--- config.mk ---
export PLATFORM = sky130hd
export DESIGN_NAME = copx_xfer_seq
export DESIGN_NICKNAME = d
export VERILOG_FILES = /design/src/rtl/copx_pkg.sv /design/src/rtl/copx_sync2.sv /design/src/rtl/copx_opnd_regs.sv /design/src/rtl/copx_ctl.sv /design/src/rtl/copx_xfer_seq.sv
export SDC_FILE = /design/constraint.sdc
export NUM_CORES = 1
export LEC_CHECK = 0
export BUFFER_PORTS_ARGS = -buffer_cell sky130_fd_sc_hd__buf_2
export CORE_MARGIN = 8
export CORE_UTILIZATION = 30
export DETAILED_ROUTE_END_ITERATION = 12
export GPL_ROUTABILITY_DRIVEN = 0
export HOLD_SLACK_MARGIN = 0.06
export PLACE_DENSITY = 0.52
export SLEW_MARGIN = 20
export SYNTH_ARGS = -nofsm -noshare
export SYNTH_HDL_FRONTEND = slang
export SYNTH_SLANG_ARGS = --single-unit
--- constraint.sdc ---
create_clock -name clk -period 2.9 [get_ports clk]
set_input_delay 0.58 -clock clk [delete_from_list [all_inputs] [get_ports clk]]
set_output_delay 0.58 -clock clk [all_outputs]
set_load 0.03 [all_outputs]
--- src/rtl/copx_pkg.sv ---
package copx_pkg;

  typedef enum logic [1:0] {
    ST_IDLE   = 2'd0,
    ST_FIRST  = 2'd1,
    ST_SECOND = 2'd2
  } seq_st_e;

  // direction code as loaded by the core
  localparam logic DIR_COP_TO_MEM = 1'b1;

  // operand pointer step per word (one 16-bit word = 2 bytes)
  function automatic logic [31:0] step_addr(input logic [31:0] a);
    return a + 32'd2;
  endfunction

  // first operation touches I/O when the coprocessor is the source
  function automatic logic op_in_io(input logic dir, input logic second);
    return second ? ~dir : dir;
  endfunction

endpackage

--- src/rtl/copx_sync2.sv ---
module copx_sync2 #(
  parameter int STAGES = 2
) (
  input  logic clk,
  input  logic rst_n,
  input  logic d_async,
  output logic q_sync
);
  logic [STAGES-1:0] chain_q;

  always_ff @(posedge clk) begin
    if (!rst_n) chain_q <= '0;
    else        chain_q <= {chain_q[STAGES-2:0], d_async};
  end

  assign q_sync = chain_q[STAGES-1];
endmodule

--- src/rtl/copx_opnd_regs.sv ---
module copx_opnd_regs
  import copx_pkg::*;
#(
  parameter int ADDR_W = 24,
  parameter int CNT_W  = 8
) (
  input  logic              clk,
  input  logic              rst_n,
  input  logic              load_en,
  input  logic [ADDR_W-1:0] load_addr,
  input  logic [CNT_W-1:0]  load_cnt,
  input  logic              load_dir,
  input  logic              adv,
  output logic [ADDR_W-1:0] op_addr,
  output logic              op_dir,
  output logic              cnt_nz
);
  logic [CNT_W-1:0] cnt_q;

  always_ff @(posedge clk) begin
    if (!rst_n) begin
      op_addr <= '0;
      cnt_q   <= '0;
      op_dir  <= 1'b0;
    end else if (load_en) begin
      op_addr <= load_addr;
      cnt_q   <= load_cnt;
      op_dir  <= load_dir;
    end else if (adv) begin
      op_addr <= ADDR_W'(step_addr(32'(op_addr)));
      cnt_q   <= cnt_q - 1'b1;
    end
  end

  assign cnt_nz = |cnt_q;
endmodule

--- src/rtl/copx_ctl.sv ---
module copx_ctl
  import copx_pkg::*;
#(
  parameter int ADDR_W = 24,
  parameter int DATA_W = 16,
  parameter logic [ADDR_W-1:0] PORT_ADDR = 'h00FA
) (
  input  logic              clk,
  input  logic              rst_n,
  input  logic              req_s,
  input  logic              cnt_nz,
  input  logic              op_dir,
  input  logic [ADDR_W-1:0] op_addr,
  input  logic              bus_done,
  input  logic [DATA_W-1:0] bus_rdata,
  output logic              bus_req,
  output logic              bus_is_io,
  output logic              bus_write,
  output logic [ADDR_W-1:0] bus_addr,
  output logic [DATA_W-1:0] bus_wdata,
  output logic              cop_ack,
  output logic              seq_start,
  output logic              word_done,
  output logic              idle
);
  seq_st_e           state_q, state_d;
  logic [DATA_W-1:0] hold_q;
  logic              in_first, in_second;

  assign in_first  = (state_q == ST_FIRST);
  assign in_second = (state_q == ST_SECOND);
  assign idle      = (state_q == ST_IDLE);
  assign seq_start = idle && req_s && cnt_nz;
  assign word_done = in_second && bus_done;

  always_comb begin
    state_d = state_q;
    case (state_q)
      ST_IDLE:   if (seq_start) state_d = ST_FIRST;
      ST_FIRST:  if (bus_done)  state_d = ST_SECOND;
      ST_SECOND: if (bus_done)  state_d = ST_IDLE;
      default:                  state_d = ST_IDLE;
    endcase
  end

  always_ff @(posedge clk) begin
    if (!rst_n) begin
      state_q <= ST_IDLE;
      hold_q  <= '0;
    end else begin
      state_q <= state_d;
      if (in_first && bus_done) hold_q <= bus_rdata;
    end
  end

  assign bus_req   = !idle;
  assign bus_write = in_second;
  assign bus_is_io = bus_req && op_in_io(op_dir, in_second);
  assign bus_addr  = bus_is_io ? PORT_ADDR : op_addr;
  assign bus_wdata = hold_q;
  assign cop_ack   = in_first;
endmodule

--- src/rtl/copx_xfer_seq.sv ---
module copx_xfer_seq
  import copx_pkg::*;
#(
  parameter int ADDR_W = 24,
  parameter int DATA_W = 16,
  parameter int CNT_W  = 8,
  parameter logic [ADDR_W-1:0] PORT_ADDR = 'h00FA
) (
  input  logic              clk,
  input  logic              rst_n,
  input  logic              cfg_load,
  input  logic [ADDR_W-1:0] cfg_addr,
  input  logic [CNT_W-1:0]  cfg_count,
  input  logic              cfg_dir,
  input  logic              cop_req,
  output logic              cop_ack,
  output logic              bus_req,
  output logic              bus_is_io,
  output logic              bus_write,
  output logic [ADDR_W-1:0] bus_addr,
  output logic [DATA_W-1:0] bus_wdata,
  input  logic [DATA_W-1:0] bus_rdata,
  input  logic              bus_done,
  output logic              busy
);
  logic              req_s;
  logic              cnt_nz;
  logic              op_dir;
  logic [ADDR_W-1:0] op_addr;
  logic              seq_start;
  logic              word_done;
  logic              idle;
  logic              load_take;

  assign load_take = cfg_load && idle;

  copx_sync2 #(.STAGES(2)) u_sync (
    .clk     (clk),
    .rst_n   (rst_n),
    .d_async (cop_req),
    .q_sync  (req_s)
  );

  copx_opnd_regs #(.ADDR_W(ADDR_W), .CNT_W(CNT_W)) u_opnd (
    .clk       (clk),
    .rst_n     (rst_n),
    .load_en   (load_take),
    .load_addr (cfg_addr),
    .load_cnt  (cfg_count),
    .load_dir  (cfg_dir),
    .adv       (word_done),
    .op_addr   (op_addr),
    .op_dir    (op_dir),
    .cnt_nz    (cnt_nz)
  );

  copx_ctl #(.ADDR_W(ADDR_W), .DATA_W(DATA_W), .PORT_ADDR(PORT_ADDR)) u_ctl (
    .clk       (clk),
    .rst_n     (rst_n),
    .req_s     (req_s),
    .cnt_nz    (cnt_nz),
    .op_dir    (op_dir),
    .op_addr   (op_addr),
    .bus_done  (bus_done),
    .bus_rdata (bus_rdata),
    .bus_req   (bus_req),
    .bus_is_io (bus_is_io),
    .bus_write (bus_write),
    .bus_addr  (bus_addr),
    .bus_wdata (bus_wdata),
    .cop_ack   (cop_ack),
    .seq_start (seq_start),
    .word_done (word_done),
    .idle      (idle)
  );

  assign busy = !idle;
endmodule

==> impl_metrics.py, run 1 <==
metrics = {
    "layout": {
        "diodes": 0,
        "regArea_sq_um": 1060,
        "fillers": 952,
        "multi_input_area_sq_um": 1510,
        "finalInstanceArea_sq_um": 3390,
        "fin_util_pct": 38.9,
        "fin_nets": 498,
        "syn2layout_area_growth_pct": 25.2,
        "drive_gt1_share_pct": 28.1,
    },
    "timing": {
        "fin_crit_sh_pct": 83.5,
        "setup_violations": 0,
        "rsz0062_at_grt": "no",
        "tightestPinTransition_ns": 0.693,
        "final_max_slew_viol_count": 0,
        "skew_ns": 0.0129,
        "worst_slack_ns": 0.479,
        "hold_viol_final": 0,
        "slew-limit-headroom_pct": 53.7,
        "period_minus_slack_ns": 2.42,
        "fmax_mhz": 413,
        "fin_tns_setup_ns": 0,
    },
    "synthesis": {
        "ys_seq_area_share_pct": 39.2,
        "synthArstFlopShare_pct": 0,
        "netlist_area_sq_um": 2710,
        "syn_nets": 410,
        "synth_cell_type_count": 48,
        "ys_warn_count": 0,
        "synthFlopType": "dfxtp_1",
        "yosys_register_bits": 53,
        "syn_area_per_cell_sq_um": 7.67,
        "synthCells": 353,
        "synth-edff-count": 0,
    },
    "die": {
        "coreArea_sq_um": 8720,
        "die_h_um": 111,
        "die_x_um": 111,
        "rows": 34,
        "die_area_sq_um": 12300,
        "initial_utilization_pct": 31.0,
        "io_pins": 99,
    },
    "critical_path": {
        "cp_data_arrival_time_ns": 1.84,
        "r2r_cells": 4,
        "r2r_slack_ns": 0.91,
        "cp.required_ns": 2.32,
        "crit_fanout": 25,
        "path_class": "register to output pin",
        "cp-end-kind": "output pin",
        "critPathLaunchType": "register",
        "r2r-end": "u_opnd.op_addr[8]$_SDFFE_PN0P_",
        "r2r_start": "u_ctl.state_q[1]$_SDFFE_PN0P_",
    },
    "global_route": {
        "grt_max_degree": 36,
        "grt_overflow": 0,
        "track_usage_pct": 13.3,
        "grt_pass1_vias": 2699,
        "antenna_found_initial": 0,
        "grt_pass1_wl_um": 13800,
    },
    "clocking": {
        "postCtsSetupBuffers": 0,
        "cts_sinks": 53,
        "path_clk_slew_ns": 0.11,
        "h-tree-depth": 2,
        "cts-buffers-inserted": 5,
        "cts_max_path_buffers": 2,
        "cts_hold_buf": 0,
        "ctsResizeCount": 0,
        "cts_tree": "yes",
        "clk_latency_ns": 0.31,
        "cts_root_buf": "clkbuf_8",
    },
    "route": {
        "dr.pass1.iters": 4,
        "wl_per_cell_um": 15.3,
        "vias": 2762,
        "ant_nets": 0,
        "wirelength_um": 8430,
        "viasPerCell": 5.02,
        "drc": 0,
        "drt-initial-drc-count": 147,
    },
    "place": {
        "dpl-instance-area_sq_um": 3300,
        "dp_hpwl_um": 6310,
        "place.port_buffers": 98,
        "preCtsSetupSlack_ns": 0.767,
    },
    "power": {
        "irDropWorstVdd_mv": 0.243,
        "leakagePower_nw": 1.43,
        "pwr_density_cell_nw_per_um2": 462,
        "power_mw": 1.56,
    },
    "run_status": {
        "status": "complete, no violations",
    },
    "min_path": {
        "holdPathEnd": "u_sync.chain_q[1]$_SDFF_PN0_",
        "hold_depth": 1,
        "hold_class": "register to register",
        "holdCritStartpoint": "u_sync.chain_q[0]$_SDFF_PN0_",
    },
    "job": {
        "max_cap_viol_count": 0,
    },
}
## area by class of cell
type / count / area share, %
Sequential cell: 53 / 31.3
Tap cell: 108 / 3.99
Clock inverter: 3 / 0.738
Timing Repair Buffer: 107 / 16.5
Multi-Input combinational cell: 264 / 44.4
Inverter: 10 / 1.11
Clock buffer: 5 / 2.03
## Yosys cell counts (2+ instances only)
library cell | instances | area, sq um
xnor2_1 | 9 | 78.8
and4b_1 | 2 | 20.0
clkbuf_1 | 23 | 86.3
and4_1 | 3 | 26.3
and2_1 | 21 | 131
nor3b_1 | 2 | 15.0
nand4_1 | 4 | 25.0
nor2_1 | 19 | 71.3
nand4b_1 | 2 | 17.5
nor4_1 | 10 | 62.6
a211oi_1 | 9 | 67.6
nand2b_1 | 5 | 31.3
o21ai_0 | 18 | 90.1
or3_1 | 3 | 18.8
inv_1 | 10 | 37.5
a31oi_1 | 3 | 18.8
nor3_1 | 14 | 70.1
a311oi_1 | 6 | 52.6
ha_1 | 3 | 37.5
nand2_1 | 67 | 251
o211ai_1 | 4 | 30.0
nand3_1 | 7 | 35.0
dfxtp_1 | 53 | 1060
a21oi_1 | 32 | 160
## stage by stage
step                hold WS (ns)  std cells
global placement           0.416        542
CTS                        0.447        550
finish                     0.444        550
floorplan                  0.412        353
global route               0.447        550
detailed placement         0.419        542
## layer usage
layer | share of wire [%] | routed length, um | global-route usage, % | vias to the layer above
li1 | - | - | - | 1410
met1 | 46 | 3910 | 16.9 | 1277
met2 | 48 | 4010 | 21.9 | 68
met3 | 4.9 | 417 | 2.98 | 7
met4 | 1.1 | 95 | 3.69 | 0
met5 | 0 | 0 | 0 | -
## registers in the layout, summed over array words and instances (netlist names)
register,cells
u_opnd.op_addr,24
u_ctl.bus_wdata,16
u_opnd.cnt_q,8
u_ctl.state_q,2
u_sync.chain_q,2
u_opnd.op_dir,1
## cell usage in the layout, fill, tap and decap left out, drive strengths merged, types with 4 or more instances in the layout
master / n
buf: 107
nand2: 67
dfxtp: 53
a21oi: 32
and2: 22
nor2: 19
o21ai: 18
nor3: 14
inv: 11
nor4: 10
a211oi: 9
xnor2: 9
nand3: 7
a311oi: 6
nand2b: 5
clkbuf: 5
nand4: 5
o211ai: 4
and4: 4
## where the power goes
group	total [mW]	internal, mW	switching [mW]
clock network	0.448	0.175	0.273
registers	0.816	0.769	0.0469
logic	0.301	0.116	0.185
## critical path: stages (launching register included)
cell and delay (ns):
dfxtp_1 0.55, nand2b_1 0.20, nor2_1 0.05, a21oi_1 0.11, buf_4 0.25, and2_1 0.16, buf_2 0.19
## worst max path at each step
stage	cells past startpoint	slack [ns]	from	end
global placement	5	0.79	bus_done	u_opnd.op_addr[8]$_SDFFE_PN0P_
detailed placement	5	0.77	bus_done	u_opnd.op_addr[8]$_SDFFE_PN0P_
floorplan	6	0.73	u_ctl.state_q[0]$_SDFFE_PN0P_	bus_addr[14]
CTS	6	0.46	u_ctl.state_q[0]$_SDFFE_PN0P_	bus_addr[9]
finish	6	0.48	u_ctl.state_q[0]$_SDFFE_PN0P_	bus_addr[18]
global route	6	0.26	u_ctl.state_q[0]$_SDFFE_PN0P_	bus_addr[2]
## kinds of logic (layout without fill, tap and decap cells)
logic type	count (synthesis)	after routing	synth area share (%)
compound gates	79	79	17.8
xor+xnor	10	10	3.23
fa+ha+maj	3	3	1.39
buf+inv	36	125	5.41
flops	53	53	39.2
mux	1	1	0.416
simple gates	171	171	32.6
Note: power is estimated with default switching activity, not from simulation.
==> inputs of run 2 (changes only) <==
--- a/config.mk
+++ b/config.mk
@@ -11,7 +11,7 @@
 export DETAILED_ROUTE_END_ITERATION = 12
 export GPL_ROUTABILITY_DRIVEN = 0
 export HOLD_SLACK_MARGIN = 0.06
-export PLACE_DENSITY = 0.52
+export PLACE_DENSITY = 0.54
 export SLEW_MARGIN = 20
 export SYNTH_ARGS = -nofsm -noshare
 export SYNTH_HDL_FRONTEND = slang
==> constraint.sdc (replaced) <==
create_clock -name clk -period 2.14 [get_ports clk]
set_input_delay 0.428 -clock clk [delete_from_list [all_inputs] [get_ports clk]]
set_output_delay 0.428 -clock clk [all_outputs]
set_load 0.03 [all_outputs]
==> run 2 against run 1 <==
Against the previous run:
- critical endpoint is now bus_addr[9]
- count of clock-buffer cells in the layout grew 1
- flip-flop and latch count stayed put
- worst hold slack worse by 0.11 ns
- largest cell class unchanged
- cell count is 1.8% higher
- die area unchanged
- critical path type unchanged
- register-to-register slack lost 0.73 ns
==> impl_metrics.py, run 2 (synthesis results as in run 1) <==
metrics = {
    "run_status": {
        "status": "complete, no violations",
    },
    "route": {
        "wirelength_um": 8700,
        "dr.pass1.iters": 4,
        "drt-initial-drc-count": 119,
        "vias": 2780,
        "wl_per_cell_um": 15.5,
        "drc": 0,
        "ant_nets": 0,
        "viasPerCell": 4.96,
    },
    "clocking": {
        "cts-buffers-inserted": 5,
        "cts_max_path_buffers": 2,
        "h-tree-depth": 2,
        "cts_tree": "yes",
        "clk_latency_ns": 0.30,
        "cts_sinks": 53,
        "path_clk_slew_ns": 0.09,
        "cts_root_buf": "clkbuf_8",
        "cts_hold_buf": 0,
    },
    "global_route": {
        "antenna_found_initial": 0,
        "grt_overflow": 0,
        "grt_pass1_vias": 2682,
        "grt_pass1_wl_um": 13600,
        "track_usage_pct": 13.1,
        "grt_max_degree": 33,
    },
    "critical_path": {
        "crit_family": "flip-flops",
        "slowest_stage": "dfxtp_4",
        "path_class": "register to output pin",
        "cp.required_ns": 1.71,
        "critPathLaunchType": "register",
        "crit_buf_inv": 2,
        "slowest_delay_ns": 0.38,
        "cp.depth": 6,
        "r2r_cells": 4,
        "cp-end-kind": "output pin",
        "crit_fanout": 7,
        "cp_data_arrival_time_ns": 1.64,
        "cp_cell_sequence": "nand2b_4 > nor2_1 > a21oi_2 > buf_6 > and2_2 > buf_2",
    },
    "timing": {
        "tightestPinTransition_ns": 0.596,
        "fmax_mhz": 485,
        "final_max_slew_viol_count": 0,
        "fin_hold_ws_ns": 0.331,
        "skew_ns": 0.0131,
        "setup_violations": 0,
        "period_minus_slack_ns": 2.06,
        "slew-limit-headroom_pct": 60.3,
        "fin_crit_sh_pct": 96.4,
        "hold_viol_final": 0,
    },
    "place": {
        "place.port_buffers": 98,
        "dpl-instance-area_sq_um": 3330,
        "dp_hpwl_um": 6260,
    },
    "die": {
        "rows": 34,
        "io_pins": 99,
        "die_area_sq_um": 12300,
        "die_h_um": 111,
        "die_x_um": 111,
        "coreArea_sq_um": 8720,
        "initial_utilization_pct": 31.0,
    },
    "power": {
        "irDropWorstVdd_mv": 0.326,
        "leakagePower_nw": 1.49,
        "pwr_density_cell_nw_per_um2": 603,
        "power_mw": 2.11,
    },
    "layout": {
        "layout_commonest_cell": "buf_2",
        "top_register": "u_opnd.op_addr",
        "layout_common_cells": "buf_2 (94), nand2_1 (67), dfxtp_1 (51), a21oi_1 (31), and2_1 (21)",
        "largest_register_ffs": 24,
        "syn2layout_area_growth_pct": 29.5,
        "drive_gt1_share_pct": 30.5,
        "diodes": 0,
        "finalInstanceArea_sq_um": 3510,
        "fin_nets": 509,
    },
    "min_path": {
        "hold_class": "input pin to register",
        "hold_depth": 2,
    },
    "job": {
        "max_cap_viol_count": 0,
    },
}
[run 2: layout make-up]
cell class / instances / area, sq um
clock inverters: 1 / 7.51
multi-input cells: 264 / 1520
inverters: 10 / 37.5
repair buffers: 118 / 662
fillers: 931 / 5210
well taps: 108 / 135
flip-flops and latches: 53 / 1070
clock buffers: 6 / 82.6
[run 2: worst paths after layout]
path / from / to / slack [ns]
setup / recovery: u_ctl.state_q[0]$_SDFFE_PN0P_ / bus_addr[9] / 0.08
hold / removal: cop_req / u_sync.chain_q[0]$_SDFF_PN0_ / 0.33
setup reg to reg: u_opnd.op_addr[11]$_SDFFE_PN0P_ / u_opnd.op_addr[18]$_SDFFE_PN0P_ / 0.18
hold reg to reg: u_sync.chain_q[0]$_SDFF_PN0_ / u_sync.chain_q[1]$_SDFF_PN0_ / 0.44
[run 2: where the power goes]
group          switching, mW  total [mW]  leakage (nW)  internal, mW
clock network          0.331       0.588        0.0433         0.257
logic                  0.257       0.427          1.01         0.169
registers             0.0586        1.10         0.437          1.04
total                  0.647        2.11          1.49          1.47
[run 2: worst register-to-register path, cell delays in order, from the launching register on]
cell and delay (ns):
dfxtp_1 0.45, nand4_2 0.18, or4_4 0.63, or3_1 0.38
a211oi_1 0.22
[run 2: what timing repair did]
item                                    CTS  global route
setup buffers                             0             3
gates resized for setup                   2            16
endpoints found under the setup margin   21            24
cloned                                    0             3
[run 2: through the flow]
step / instances / setup TNS (ns) / setup WS, ns / utilization (%)
after CTS: 554 / 0 / 0.00299 / 39.3
after global placement: 547 / 0 / 0.288 / 38.2
final: 560 / 0 / 0.0764 / 40.2
after global routing: 560 / -0.00897 / -0.00295 / 40.2
after detailed placement: 547 / 0 / 0.241 / 38.2
after floorplan: 353 / 0 / 0.0823 / -
[run 2: layer usage]
metal  vias to the layer above  share of wire, %  global-route usage (%)
met5                         -                 0                       0
met4                         0              0.54                    2.97
met3                         2               4.0                    2.49
met2                        63                49                    22.0
met1                      1271                46                    16.7
li1                       1444                 -                       -
==> inputs of run 3 (changes only) <==
==> constraint.sdc (replaced) <==
create_clock -name clk -period 2.14 [get_ports clk]
set_input_delay 0.214 -clock clk [delete_from_list [all_inputs] [get_ports clk]]
set_output_delay 0.214 -clock clk [all_outputs]
set_load 0.03 [all_outputs]
==> run 3 against run 2 <==
Against the previous run:
- non-clock buffer count is 5 lower
- largest power group unchanged
- utilization is 0.80 points lower
- largest cell class unchanged
- setup slack better by 0.11 ns
- clock skew is 0.00068 ns lower
==> impl_metrics.py, run 3 (synthesis results as in run 1) <==
metrics = {
    "layout": {
        "syn2layout_area_growth_pct": 26.9,
        "largest_register_ffs": 24,
        "instances_no_fill": 556,
        "drive_gt1_share_pct": 29.2,
        "top_register": "u_opnd.op_addr",
        "layout_common_cells": "buf_2 (98), nand2_1 (67), dfxtp_1 (52), a21oi_1 (32), and2_1 (21)",
        "finalInstanceArea_sq_um": 3440,
        "fin_util_pct": 39.4,
        "fin_nets": 504,
        "diodes": 0,
        "layout_commonest_cell": "buf_2",
    },
    "clocking": {
        "cts-buffers-inserted": 5,
        "cts_max_path_buffers": 2,
        "h-tree-depth": 2,
        "cts_root_buf": "clkbuf_8",
        "cts_sinks": 53,
        "clk_latency_ns": 0.31,
        "path_clk_slew_ns": 0.11,
        "cts_hold_buf": 0,
        "cts_tree": "yes",
    },
    "critical_path": {
        "cp-end-kind": "register",
        "crit_fanout": 11,
        "cp.required_ns": 2.36,
        "path_class": "register to register",
        "critPathLaunchType": "register",
        "cp_data_arrival_time_ns": 2.17,
    },
    "route": {
        "viasPerCell": 4.98,
        "ant_nets": 0,
        "dr.pass1.iters": 4,
        "wirelength_um": 8300,
        "vias": 2767,
        "drc": 0,
        "drt-initial-drc-count": 147,
        "wl_per_cell_um": 14.9,
    },
    "die": {
        "die_h_um": 111,
        "initial_utilization_pct": 31.0,
        "io_pins": 99,
        "die_area_sq_um": 12300,
        "rows": 34,
        "coreArea_sq_um": 8720,
        "die_x_um": 111,
    },
    "global_route": {
        "grt_max_degree": 31,
        "grt_pass1_vias": 2737,
        "track_usage_pct": 13.2,
        "grt_overflow": 0,
        "antenna_found_initial": 0,
        "grt_pass1_wl_um": 13800,
    },
    "job": {
        "max_cap_viol_count": 0,
    },
    "place": {
        "dpl-instance-area_sq_um": 3340,
        "preCtsSetupSlack_ns": 0.249,
        "dpl.cell_count": 548,
        "place.port_buffers": 98,
        "dp_hpwl_um": 6330,
    },
    "power": {
        "leakagePower_nw": 1.46,
        "pwr_density_cell_nw_per_um2": 618,
        "irDropWorstVdd_mv": 0.353,
        "power_mw": 2.12,
    },
    "timing": {
        "final_max_slew_viol_count": 0,
        "tightestPinTransition_ns": 0.627,
        "hold_viol_final": 0,
        "fin_hold_ws_ns": 0.0978,
        "slew-limit-headroom_pct": 58.2,
        "fin_crit_sh_pct": 91.2,
        "setup_violations": 0,
        "fin_tns_setup_ns": 0,
        "rsz0062_at_grt": "no",
        "skew_ns": 0.0124,
        "period_minus_slack_ns": 1.95,
        "fmax_mhz": 512,
        "worst_slack_ns": 0.188,
    },
    "min_path": {
        "hold_class": "input pin to register",
    },
    "run_status": {
        "status": "complete, no violations",
    },
}
==> run 3: final cells by class <==
class,count,area (sq um)
tap,108,135
inverter,10,37.5
clock inverter,3,25.0
clock buffer,5,68.8
fill,920,5280
sequential,53,1060
multi-input combinational,264,1510
timing repair buffer,113,603
==> run 3: worst max-delay path: stages (launching register included) <==
cell and delay (ns):
dfxtp_1 0.44, nand4_2 0.19, or4_4 0.64, or3_1 0.37, a211oi_1 0.21
==> run 3: worst paths after layout <==
path | from | to | slack [ns] | depth (start not counted)
hold / removal | cop_req | u_sync.chain_q[0]$_SDFF_PN0_ | 0.1 | 2
setup reg to reg | u_opnd.op_addr[10]$_SDFFE_PN0P_ | u_opnd.op_addr[18]$_SDFFE_PN0P_ | 0.19 | 4
hold reg to reg | u_sync.chain_q[0]$_SDFF_PN0_ | u_sync.chain_q[1]$_SDFF_PN0_ | 0.45 | 1
setup / recovery | u_opnd.op_addr[10]$_SDFFE_PN0P_ | u_opnd.op_addr[18]$_SDFFE_PN0P_ | 0.19 | 4
==> run 3: repair_timing <==
item / in CTS / in global routing
gates resized for setup: 0 / 1
endpoints found under the hold margin: 0 / 0
setup endpoints to repair: 0 / 19
buffers inserted: 0 / 0
==> run 3: report_power, final <==
group	internal, mW	switching (mW)	leakage (nW)
Clock	0.240	0.367	0.0452
Combinational	0.164	0.254	0.976
Sequential	1.04	0.0584	0.436
Total	1.45	0.679	1.46
==> run 3: metal layers <==
| metal | track usage, % | up-vias | part of all wire, % |
|---|---|---|---|
| met5 | 0 | - | 0 |
| li1 | - | 1425 | - |
| met2 | 21.9 | 74 | 47 |
| met1 | 16.5 | 1262 | 47 |
| met4 | 3.87 | 0 | 1.1 |
| met3 | 2.98 | 6 | 5.1 |
